$ cat config.mk
export PLATFORM = sky130hd
export DESIGN_NAME = branch_addr_unit
export DESIGN_NICKNAME = d
export VERILOG_FILES = /design/src/rtl/bsa_pkg.sv /design/src/rtl/bsa_disp_align.sv /design/src/rtl/bsa_target_calc.sv /design/src/rtl/bsa_out_stage.sv /design/src/rtl/branch_addr_unit.sv
export SDC_FILE = /design/constraint.sdc
export NUM_CORES = 1
export LEC_CHECK = 0
export BUFFER_PORTS_ARGS = -buffer_cell sky130_fd_sc_hd__buf_2
export CAP_MARGIN = 10
export CORE_ASPECT_RATIO = 2
export CORE_MARGIN = 4
export CORE_UTILIZATION = 60
export CTS_BUF_LIST = sky130_fd_sc_hd__clkbuf_16
export CTS_CLUSTER_DIAMETER = 50
export DETAILED_ROUTE_END_ITERATION = 6
export PLACE_DENSITY = 0.88
export SLEW_MARGIN = 20
export SYNTH_ARGS = -nofsm -noshare
export SYNTH_HDL_FRONTEND = slang
export SYNTH_HIERARCHICAL = 1
export SYNTH_SLANG_ARGS = --single-unit
export TNS_END_PERCENT = 1
$ cat constraint.sdc
create_clock -name clk -period 7.28 [get_ports clk]
set_input_delay 0.364 -clock clk [delete_from_list [all_inputs] [get_ports clk]]
set_output_delay 0.364 -clock clk [all_outputs]
set_load 0.01 [all_outputs]
$ cat src/rtl/bsa_pkg.sv
package bsa_pkg;
  typedef enum logic [2:0] {
    OP_BR_SHORT   = 3'd0,
    OP_BR_LONG    = 3'd1,
    OP_CALL_SHORT = 3'd2,
    OP_CALL_LONG  = 3'd3,
    OP_CALL_ABS   = 3'd4,
    OP_RETURN     = 3'd5
  } op_e;

  localparam int unsigned OP_W = 3;
endpackage

$ cat src/rtl/bsa_disp_align.sv
// Sign-extends a displacement to address width and forces it even.
module bsa_disp_align #(
  parameter int unsigned IN_W  = 8,
  parameter int unsigned OUT_W = 20
) (
  input  logic [IN_W-1:0]  disp,
  output logic [OUT_W-1:0] ext
);
  localparam int unsigned PAD_W = (OUT_W > IN_W) ? (OUT_W - IN_W) : 0;

  generate
    if (PAD_W > 0) begin : g_extend
      assign ext = {{PAD_W{disp[IN_W-1]}}, disp[IN_W-1:1], 1'b0};
    end else begin : g_trunc
      assign ext = {disp[OUT_W-1:1], 1'b0};
    end
  endgenerate
endmodule

$ cat src/rtl/bsa_target_calc.sv
// Combinational target and return-address arithmetic.
module bsa_target_calc
  import bsa_pkg::*;
#(
  parameter int unsigned AW      = 20,
  parameter int unsigned SDISP_W = 8,
  parameter int unsigned LDISP_W = 16,
  parameter int unsigned RET_ADJ = 2
) (
  input  logic [OP_W-1:0]    op,
  input  logic               taken,
  input  logic [SDISP_W-1:0] disp_s,
  input  logic [LDISP_W-1:0] disp_l,
  input  logic [AW-1:0]      abs_tgt,
  input  logic [AW-1:0]      pop_val,
  input  logic [AW-1:0]      pc,
  output logic               load,
  output logic [AW-1:0]      target,
  output logic               push,
  output logic [AW-1:0]      push_val
);
  localparam logic [AW-1:0] ADJ = AW'(RET_ADJ);

  logic [AW-1:0] off_s, off_l;
  logic [AW-1:0] sum_s, sum_l;
  op_e           opc;

  bsa_disp_align #(.IN_W(SDISP_W), .OUT_W(AW)) u_align_s (.disp(disp_s), .ext(off_s));
  bsa_disp_align #(.IN_W(LDISP_W), .OUT_W(AW)) u_align_l (.disp(disp_l), .ext(off_l));

  assign opc   = op_e'(op);
  assign sum_s = pc + off_s;
  assign sum_l = pc + off_l;

  always_comb begin
    load     = 1'b0;
    target   = pc;
    push     = 1'b0;
    push_val = pc;
    case (opc)
      OP_BR_SHORT: begin
        load   = taken;
        target = taken ? sum_s : pc;
      end
      OP_BR_LONG: begin
        load   = taken;
        target = taken ? sum_l : pc;
      end
      OP_CALL_SHORT: begin
        load     = 1'b1;
        target   = sum_s;
        push     = 1'b1;
        push_val = pc - ADJ;
      end
      OP_CALL_LONG: begin
        load     = 1'b1;
        target   = sum_l;
        push     = 1'b1;
      end
      OP_CALL_ABS: begin
        load     = 1'b1;
        target   = abs_tgt;
        push     = 1'b1;
      end
      OP_RETURN: begin
        load   = 1'b1;
        target = pop_val - ADJ;
      end
      default: begin
        load = 1'b0;
      end
    endcase
  end
endmodule

$ cat src/rtl/bsa_out_stage.sv
// Single result register with valid/ready handshake.
module bsa_out_stage #(
  parameter int unsigned AW = 20
) (
  input  logic          clk,
  input  logic          rst_n,
  input  logic          in_valid,
  output logic          in_ready,
  input  logic          d_load,
  input  logic [AW-1:0] d_target,
  input  logic          d_push,
  input  logic [AW-1:0] d_push_val,
  output logic          out_valid,
  input  logic          out_ready,
  output logic          out_load,
  output logic [AW-1:0] out_target,
  output logic          out_push,
  output logic [AW-1:0] out_push_val
);
  logic push_q;
  logic accept;

  assign in_ready = !out_valid || out_ready;
  assign accept   = in_valid && in_ready;

  always_ff @(posedge clk) begin
    if (!rst_n) begin
      out_valid    <= 1'b0;
      out_load     <= 1'b0;
      out_target   <= '0;
      push_q       <= 1'b0;
      out_push_val <= '0;
    end else begin
      if (accept) begin
        out_valid    <= 1'b1;
        out_load     <= d_load;
        out_target   <= d_target;
        push_q       <= d_push;
        out_push_val <= d_push_val;
      end else if (out_ready) begin
        out_valid <= 1'b0;
      end
    end
  end

  assign out_push = out_valid && out_ready && push_q;
endmodule

$ cat src/rtl/branch_addr_unit.sv
module branch_addr_unit
  import bsa_pkg::*;
#(
  parameter int unsigned AW      = 20,
  parameter int unsigned SDISP_W = 8,
  parameter int unsigned LDISP_W = 16,
  parameter int unsigned RET_ADJ = 2
) (
  input  logic               clk,
  input  logic               rst_n,
  input  logic               in_valid,
  output logic               in_ready,
  input  logic [OP_W-1:0]    in_op,
  input  logic               in_taken,
  input  logic [SDISP_W-1:0] in_disp_s,
  input  logic [LDISP_W-1:0] in_disp_l,
  input  logic [AW-1:0]      in_abs,
  input  logic [AW-1:0]      in_pop,
  input  logic [AW-1:0]      in_pc,
  output logic               out_valid,
  input  logic               out_ready,
  output logic               out_load,
  output logic [AW-1:0]      out_target,
  output logic               out_push,
  output logic [AW-1:0]      out_push_val
);
  logic          c_load, c_push;
  logic [AW-1:0] c_target, c_push_val;

  bsa_target_calc #(
    .AW(AW), .SDISP_W(SDISP_W), .LDISP_W(LDISP_W), .RET_ADJ(RET_ADJ)
  ) u_calc (
    .op(in_op), .taken(in_taken), .disp_s(in_disp_s), .disp_l(in_disp_l),
    .abs_tgt(in_abs), .pop_val(in_pop), .pc(in_pc),
    .load(c_load), .target(c_target), .push(c_push), .push_val(c_push_val)
  );

  bsa_out_stage #(.AW(AW)) u_out (
    .clk(clk), .rst_n(rst_n),
    .in_valid(in_valid), .in_ready(in_ready),
    .d_load(c_load), .d_target(c_target), .d_push(c_push), .d_push_val(c_push_val),
    .out_valid(out_valid), .out_ready(out_ready),
    .out_load(out_load), .out_target(out_target),
    .out_push(out_push), .out_push_val(out_push_val)
  );
endmodule

==> summary.txt, run 1 <==
Synth
  – Syn nets: just under 900
  – Prevailing post-synth register cell: dfxtp_1
  – Yosys warns: 6
  – Sequential cell area fraction in the yosys report: 15.62%
  – Post-synthesis average cell area: 7.438 um2
  – Asr flop ratio synth: 0%
  – #FFs+latches synth: 43
  – Number of synthesized flops with an enable pin: 0
  – Cells after Synth: 741
  – Mapped cell area: 5512 um2
  – Netlist cell types: 74

Detailed routing
  – Wire length per cell: approximately 19 um
  – Total iterations of the first detailed-routing run: 7
  – Routed vias/inst: around 6.4
  – Antenna Violating Nets Remaining: 0
  – Initial detailed-routing violation count: about 510
  – Final wirelength: 16,950 um
  – Vias post-DR: 5,799
  – DRC: 1

Hold path
  – Hold_sp: in_valid
  – Worst hold path class: in -> reg
  – Hold Path End: u_out/out_valid
  – Hold depth: 3

Place
  – Port Buffers: about 130
  – Placed Cells: 901
  – RD Place Congestion: roughly 0.97
  – Place WS: 3.837 ns
  – Dpl cell area: 5764 um2
  – HPWL Detailed: 13,310 um

Pwr
  – Pint: 602.1 uW
  – Pwr Density: 155.8 nW/um2
  – Clock share of power: 31.0%
  – Comb power frac: 40.6%
  – VDD IR max: 0.0001786 V
  – Sw Ratio: 35.08%
  – Leakage: around 2.8 nW
  – Psw: 325.3 uW
  – Sequential share of power: 28.4%

Clock tree
  – Setup Fix Bufs, Post-CTS: 0
  – Hold_buf cts: 0
  – Root buffer cell: clkbuf_16
  – Worst-case clock buffer depth: 2
  – Clock sinks: 43
  – CTS buffer count: 5
  – CTS tree: yes
  – # H-tree levels: 2
  – Post-cts sizing count: 0
  – Clock insertion delay at the later pin of the skew report: around 0.28 ns
  – Clk pin slew, worst setup/hold paths: roughly 0.06 ns

Worst setup path
  – CP Class: in -> reg
  – Critical Path RT: 7.42 ns
  – Reg2reg setup slack: between 5 and 6 ns
  – CP Data Arrival Time: roughly 3.4 ns
  – Setup crit start kind: input pin
  – Reg2reg start: u_out/out_valid
  – Reg2reg end: u_out/out_target[18]
  – CP endpoint kind: register
  – R2R cell count: 3
  – Crit-path max FO: 7

Finish
  – Antenna diodes: 0
  – Filler cells: 790
  – Finished Layout Cells: 909
  – Share of cells above drive strength 1: 20.82%
  – Most frequent cells in the layout: nand2_1 (135), buf_2 (133), a21oi_1 (59)
  – Most common cell after layout, fill and taps aside: nand2_1
  – Final net count: 940
  – Multi-input combinational cell area: 4035 um2
  – P&R area growth vs syn: 8.014%
  – Final design utilization: 66.06%
  – Area occupied by registers: roughly 860 um2
  – Final instance area: between 5000 and 6000 um2

Run status
  – Outcome: finished, violations left
  – Failing checks: design-rule violations

Global route
  – First-pass GRT wire length: 26,240 um
  – Largest net degree at the start of global routing: 86
  – Initial antenna violation count: 0
  – GRT overflow: 0
  – Vias in the first global route: 5,629
  – Total global routing track utilization: 30.75%

Timing
  – Final Hold Viols: 0
  – Rel. slew slack: 18.95%
  – Peak Freq: slightly above 0.3 GHz
  – RSZ-0062 raised after global routing: no
  – Crit share post-route: 44.28%
  – Slew Viols, Final: 0
  – Worst-margin pin slew: 1.206 ns
  – Setup violations, final: 0
  – Final WS setup: ~4 ns
  – Setup TNS Final: 0 ns
  – Minimum clock period: 3.223 ns
  – Max Clock Skew: 0.001084 ns

Floorplanning
  – Die Y: 143.5 um
  – Core Footprint: 9012 um2
  – I/O pin cnt: 136
  – Horiz. Die Dim: roughly 76 um
  – Row count: 49
  – Die area: 10,880 um2
  – Initial Util: between 60% and 70%

Flow run
  – Max_cap viols: 0
synth_stat cells (4+ instances only):
| cell type | number | area [um2] |
|---|---|---|
| nand2b_1 | 4 | 25.02 |
| o211ai_1 | 4 | 30.03 |
| dfxtp_1 | 43 | 860.8 |
| buf_12 | 4 | 80.08 |
| a222oi_1 | 6 | 60.06 |
| ha_1 | 40 | 500.5 |
| and3_1 | 5 | 31.28 |
| a22o_1 | 4 | 35.03 |
| a211oi_1 | 9 | 67.56 |
| nor4_1 | 9 | 56.30 |
| nor2_1 | 55 | 206.5 |
| o21bai_1 | 5 | 37.54 |
| mux2i_1 | 44 | 440.4 |
| buf_6 | 4 | 45.04 |
| nand2_1 | 135 | 506.7 |
| xnor2_1 | 33 | 289.0 |
| a21o_1 | 12 | 90.09 |
| buf_4 | 46 | 345.3 |
| nor3_1 | 11 | 55.05 |
| o21a_1 | 7 | 52.55 |
| a21oi_1 | 59 | 295.3 |
| inv_1 | 15 | 56.30 |
| clkbuf_1 | 19 | 71.32 |
| o21ai_0 | 35 | 175.2 |
| a31oi_1 | 7 | 43.79 |
| xor2_1 | 29 | 254.0 |
| nand3_1 | 16 | 80.08 |
| a221oi_1 | 5 | 43.79 |
| nand4_1 | 5 | 31.28 |
sequential cells by signal (all words and copies together), names as in the netlist:
| register | count |
|---|---|
| u_out/out_push_val | 20 |
| u_out/push_q | 1 |
| u_out/out_target | 20 |
| u_out/out_load | 1 |
| u_out/out_valid | 1 |
routing by layer:
| layer | track usage, % | share of wire [%] | up-vias |
|---|---|---|---|
| met3 | 2.871 | 6.9 | 72 |
| met1 | 35.14 | 37 | 2689 |
| met5 | 0 | 0 | - |
| met2 | 52.98 | 51 | 299 |
| met4 | 18.25 | 5.6 | 0 |
| li1 | - | - | 2739 |
area by class of cell:
class | count | share of cell area, %
timing repair buffer | 135 | 11.43
clock buffer | 5 | 2.102
clock inverter | 3 | 1.072
sequential | 43 | 14.46
tap | 102 | 2.144
multi-input combinational | 605 | 67.78
inverter | 16 | 1.009
how the worst max path moves through the flow:
stage	start	slack, ns	cells past startpoint	end
after floorplan	in_disp_s[1]	4.55	12	u_out/out_target[18]
after global placement	in_pc[1]	3.93	12	u_out/out_target[18]
after detailed placement	in_pc[1]	3.84	12	u_out/out_target[18]
after CTS	in_pc[1]	4.13	12	u_out/out_target[18]
after global routing	in_pc[1]	3.93	12	u_out/out_target[18]
final	in_pc[1]	4.06	12	u_out/out_target[18]
through the flow:
step | total power, mW | hold slack, ns
floorplan | 0.5422 | 0.4300
global placement | 0.6238 | 0.4386
detailed placement | 0.6344 | 0.4490
CTS | 0.9219 | 0.3328
global route | 0.9731 | 0.3626
finish | 0.9274 | 0.3355
power groups by stage:
stage	logic, mW	registers, mW	clock network, mW
5_1_grt	0.409	0.266	0.299
3_3_place_gp	0.356	0.268	0
6_report	0.376	0.263	0.288
4_1_cts	0.368	0.263	0.290
3_5_place_dp	0.366	0.269	0
2_1_floorplan	0.265	0.277	0
cells by family after synthesis:
| group | Yosys count | share of synthesized area [%] |
|---|---|---|
| other | 2 | 0.1363 |
| xor gates and xnor gates | 62 | 9.852 |
| DFF | 43 | 15.62 |
| AOI/OAI and AO/OA | 185 | 22.07 |
| buffers and inverters | 93 | 11.26 |
| and+or+nand+nor | 268 | 22.86 |
| muxes | 46 | 8.399 |
| adders and majority gates | 42 | 9.807 |
critical path, stage by stage:
cell	delay [ns]
buf_2	0.18
fa_1	0.46
a21o_1	0.22
a221oi_1	0.65
nor4_1	0.14
o21ai_0	0.36
nand4_1	0.19
a31oi_1	0.25
xor2_1	0.19
o221ai_1	0.14
nand2_1	0.10
mux2i_1	0.10
Power figures use the tool's default switching activity.
==> run 2: changes to the inputs <==
- ABC_AREA: default -> 1
- CORE_UTILIZATION: 60 -> 51
- PLACE_DENSITY: 0.88 -> 0.79
- clock period: 7.28 -> 2.8 ns (I/O delays scaled with it)
==> run 2 against run 1 <==
Against the previous run: the run now ends clean; largest power group unchanged; power grew to 2.5 times the previous value; largest cell class unchanged; sequential share of layout area shrank 1.9 points; worst setup slack lost 3.4 ns; routed wire length grew 32%; register-to-register slack lost 4.7 ns; clock power grew 89%; combinational power grew to 3.0 times the previous value; critical path type unchanged.
==> summary.txt, run 2 <==
Timing
  – Final Hold Viols: 0 (unchanged)
  – RSZ-0062 raised after global routing: no
  – Crit share post-route: 75.65%
  – Peak Freq: 0.4721 GHz
  – Rel. slew slack: 47.84% (+29 points)
  – Setup TNS Final: 0 ns (unchanged)
  – Setup violations, final: 0 (unchanged)
  – Minimum clock period: 2.118 ns
  – Worst-margin pin slew: 0.7815 ns (-0.4250 ns)
  – Max Clock Skew: 0.004238 ns (+0.003155 ns)
  – Slew Viols, Final: 0 (unchanged)

Synth
  – Mapped cell area: 6277 um2 (+14%)
  – Synth Area in XOR/XNOR: 2.651% (-7.2 points)
  – Share of the synthesized area in the top cell type: 16.74% (+1.1 points)
  – Largest family of logic cells by synthesized area: simple AND/OR/NAND/NOR gates
  – Asr flop ratio synth: 0% (unchanged)
  – Prevailing post-synth register cell: dfxtp_1
  – Netlist cell types: 48 (-35%)
  – #FFs+latches synth: 43 (unchanged)
  – Number of synthesized flops with an enable pin: 0 (unchanged)
  – Cells after Synth: 1,106 (+49%)
  – Simple-gate share of the synthesized area: 42.40% (+20 points)
  – Post-synthesis average cell area: 5.676 um2 (-24%)
  – Yosys warns: 6 (unchanged)
  – Synth top cells by count: nand2_1 (280), inv_1 (165), nand3_1 (132)
  – Count leader, synth: nand2_1
  – Sequential cell area fraction in the yosys report: 13.71% (-1.9 points)
  – Synth area leaders: nand2_1 (17%), dfxtp_1 (14%), nand3_1 (11%), inv_1 (9.9%), ha_1 (8.0%)
  – Mux contribution to synthesized area: 0% (-8.4 points)
  – Complex-gate fraction of the synthesized area: 14.75% (-7.3 points)
  – Post-Synth Adder-Cell Area: 8.611% (-1.2 points)
  – Largest area contributor in the netlist: nand2_1
  – Syn nets: 1,240 (+42%)

Finish
  – Most frequent cells in the layout: nand2_1 (280), inv_1 (166), buf_2 (133)
  – Final net count: 1,321 (+41%)
  – Most common cell after layout, fill and taps aside: nand2_1
  – Area occupied by registers: 860.8 um2 (unchanged)
  – Top Registers: u_out/out_push_val x20, u_out/out_target x20
  – Final instance area: 6872 um2 (+15%)
  – Multi-input combinational cell area: 4302 um2 (+6.6%)
  – Finished Layout Cells: 1,336 (+47%)
  – Filler cells: 1,359 (+72%)
  – Final design utilization: 56.68% (-9.4 points)
  – P&R area growth vs syn: 9.468%
  – Share of cells above drive strength 1: 14.98% (-5.8 points)

Place
  – Dpl cell area: 6733 um2 (+17%)
  – HPWL Detailed: 18,800 um (+41%)
  – Placed Cells: 1,327 (+47%)
  – Port Buffers: 133 (unchanged)
  – RD Place Congestion: 0.9734 (+0.61%)

Clock tree
  – CTS tree: yes
  – Hold_buf cts: 0 (unchanged)
  – Clock insertion delay at the later pin of the skew report: 0.29 ns (about the same)
  – Worst-case clock buffer depth: 2 (unchanged)
  – Setup Fix Bufs, Post-CTS: 0 (unchanged)
  – Root buffer cell: clkbuf_16
  – CTS buffer count: 5 (unchanged)
  – # H-tree levels: 2 (unchanged)
  – Clock sinks: 43 (unchanged)
  – Post-cts sizing count: 0 (unchanged)
  – Clk pin slew, worst setup/hold paths: 0.06 ns (about the same)

Global route
  – Total global routing track utilization: 30.79% (+0.044 points)
  – Vias in the first global route: 7,067 (+26%)
  – First-pass GRT wire length: 34,070 um (+30%)
  – Initial antenna violation count: 1 (+1)
  – GRT overflow: 0 (unchanged)
  – Largest net degree at the start of global routing: 44 (-49%)

Detailed routing
  – Final wirelength: 22,380 um (+32%)
  – Vias post-DR: 7,376 (+27%)
  – Antenna Violating Nets Remaining: 0 (unchanged)
  – Routed vias/inst: 5.521 (-13%)
  – Wire length per cell: 16.75 um (-10%)
  – DRC: 0 (-1)
  – Total iterations of the first detailed-routing run: 5 (-2)
  – Initial detailed-routing violation count: 407 (-20%)

Floorplanning
  – I/O pin cnt: 136 (unchanged)
  – Horiz. Die Dim: 86.45 um (+14%)
  – Initial Util: 51.78% (-9.4 points)
  – Die Y: 164.9 um (+15%)
  – Core Footprint: 12,120 um2 (+35%)
  – Die area: 14,260 um2 (+31%)
  – Row count: 57 (+16%)

Worst setup path
  – CP Capture Point: u_out/out_target[16]
  – Setup crit start kind: input pin
  – Crit-path max FO: 8 (+1)
  – Critical Path RT: 3.03 ns (-4.39 ns)
  – Reg2reg end: u_out/out_push_val[13]
  – CP Data Arrival Time: 2.34 ns (-1.02 ns)
  – R2R cell count: 5 (+2)
  – Worst setup path startpoint: in_pc[1]
  – CP endpoint kind: register
  – Reg2reg start: u_out/out_valid
  – CP Class: in -> reg
  – Reg2reg setup slack: 1.17 ns (-4.71 ns)

Flow run
  – Max_cap viols: 0 (unchanged)

Pwr
  – Pwr Density: 342.6 nW/um2 (+120%)
  – VDD IR max: 0.0004397 V (+150%)
  – Final Power: 2.354 mW (+150%)
  – Leakage: 3.816 nW (+38%)

Hold path
  – Hold_sp: in_pc[0]
  – Worst hold path class: in -> reg

Run status
  – Outcome: completed
[run 2: cell types whose count changed in the layout (fill, tap and decap cells not counted), moves of 10 or more]
cell,delta
inv_1,+150
nand2_1,+145
nand3_1,+116
nor2_1,+64
mux2i_1,-44
a21oi_1,+32
xnor2_1,-32
nand3b_1,+13
nand4_1,+11
xor2_1,-11
buf_4,+10
or2_2,+10
[run 2: report_power, final]
part | switching [mW] | internal (mW)
Combinational | 0.724 | 0.396
Sequential | 0.0258 | 0.665
Clock | 0.223 | 0.321
Total | 0.973 | 1.38
[run 2: critical path: stages]
cell and delay [ns]:
buf_2 0.20, fa_1 0.54, nand3_1 0.13, nand2_1 0.11, nand2_1 0.09, nand3_1 0.19, nand3_1 0.16, nand2_1 0.06
nand2_1 0.05, nand3_1 0.09, nand3_1 0.11, nand2_1 0.06, inv_1 0.05, inv_1 0.03, nand3_1 0.14, nand2_1 0.08
nor2_1 0.11
[run 2: area by class of cell]
| type | instances | share of cell area, % |
|---|---|---|
| Antenna cell | 1 | 0.03642 |
| Clock buffer | 5 | 1.821 |
| Clock inverter | 3 | 0.1639 |
| Inverter | 168 | 9.177 |
| Multi-Input combinational cell | 824 | 62.60 |
| Sequential cell | 43 | 12.53 |
| Tap cell | 147 | 2.677 |
| Timing Repair Buffer | 145 | 11.00 |
[run 2: how the worst min path moves through the flow]
| stage | cells past startpoint | slack [ns] | end |
|---|---|---|---|
| 3_3_place_gp | 2 | 0.46 | u_out/out_target[0] |
| 5_1_grt | 5 | 0.27 | u_out/out_push_val[0] |
| 3_5_place_dp | 2 | 0.46 | u_out/out_push_val[17] |
| 4_1_cts | 5 | 0.23 | u_out/out_push_val[0] |
| 2_1_floorplan | 2 | 0.38 | out_push |
| 6_report | 5 | 0.24 | u_out/out_push_val[0] |
[run 2: cells by family (layout without fill, tap and decap cells)]
| group | after synthesis | count (layout) |
|---|---|---|
| and+or+nand+nor | 601 | 601 |
| xor gates and xnor gates | 19 | 19 |
| DFF | 43 | 43 |
| other | 2 | 3 |
| AOI/OAI and AO/OA | 160 | 160 |
| buffers and inverters | 239 | 321 |
| adders and majority gates | 42 | 42 |
[run 2: layer usage]
layer / GRT usage, % / vias up / wire length [um] / share of wire (%)
li1: - / 3709 / - / -
met1: 29.23 / 3282 / 7451 / 33
met2: 59.97 / 297 / 12120 / 54
met3: 2.247 / 88 / 1144 / 5.1
met4: 21.42 / 0 / 1661 / 7.4
met5: 0 / - / 0 / 0
[run 2: stage by stage]
step | worst slack [ns] | hold slack [ns]
after CTS | 0.7329 | 0.2285
after global routing | 0.5183 | 0.2675
after global placement | 0.4740 | 0.4563
after detailed placement | 0.4335 | 0.4621
final | 0.6818 | 0.2380
after floorplan | 0.9793 | 0.3778
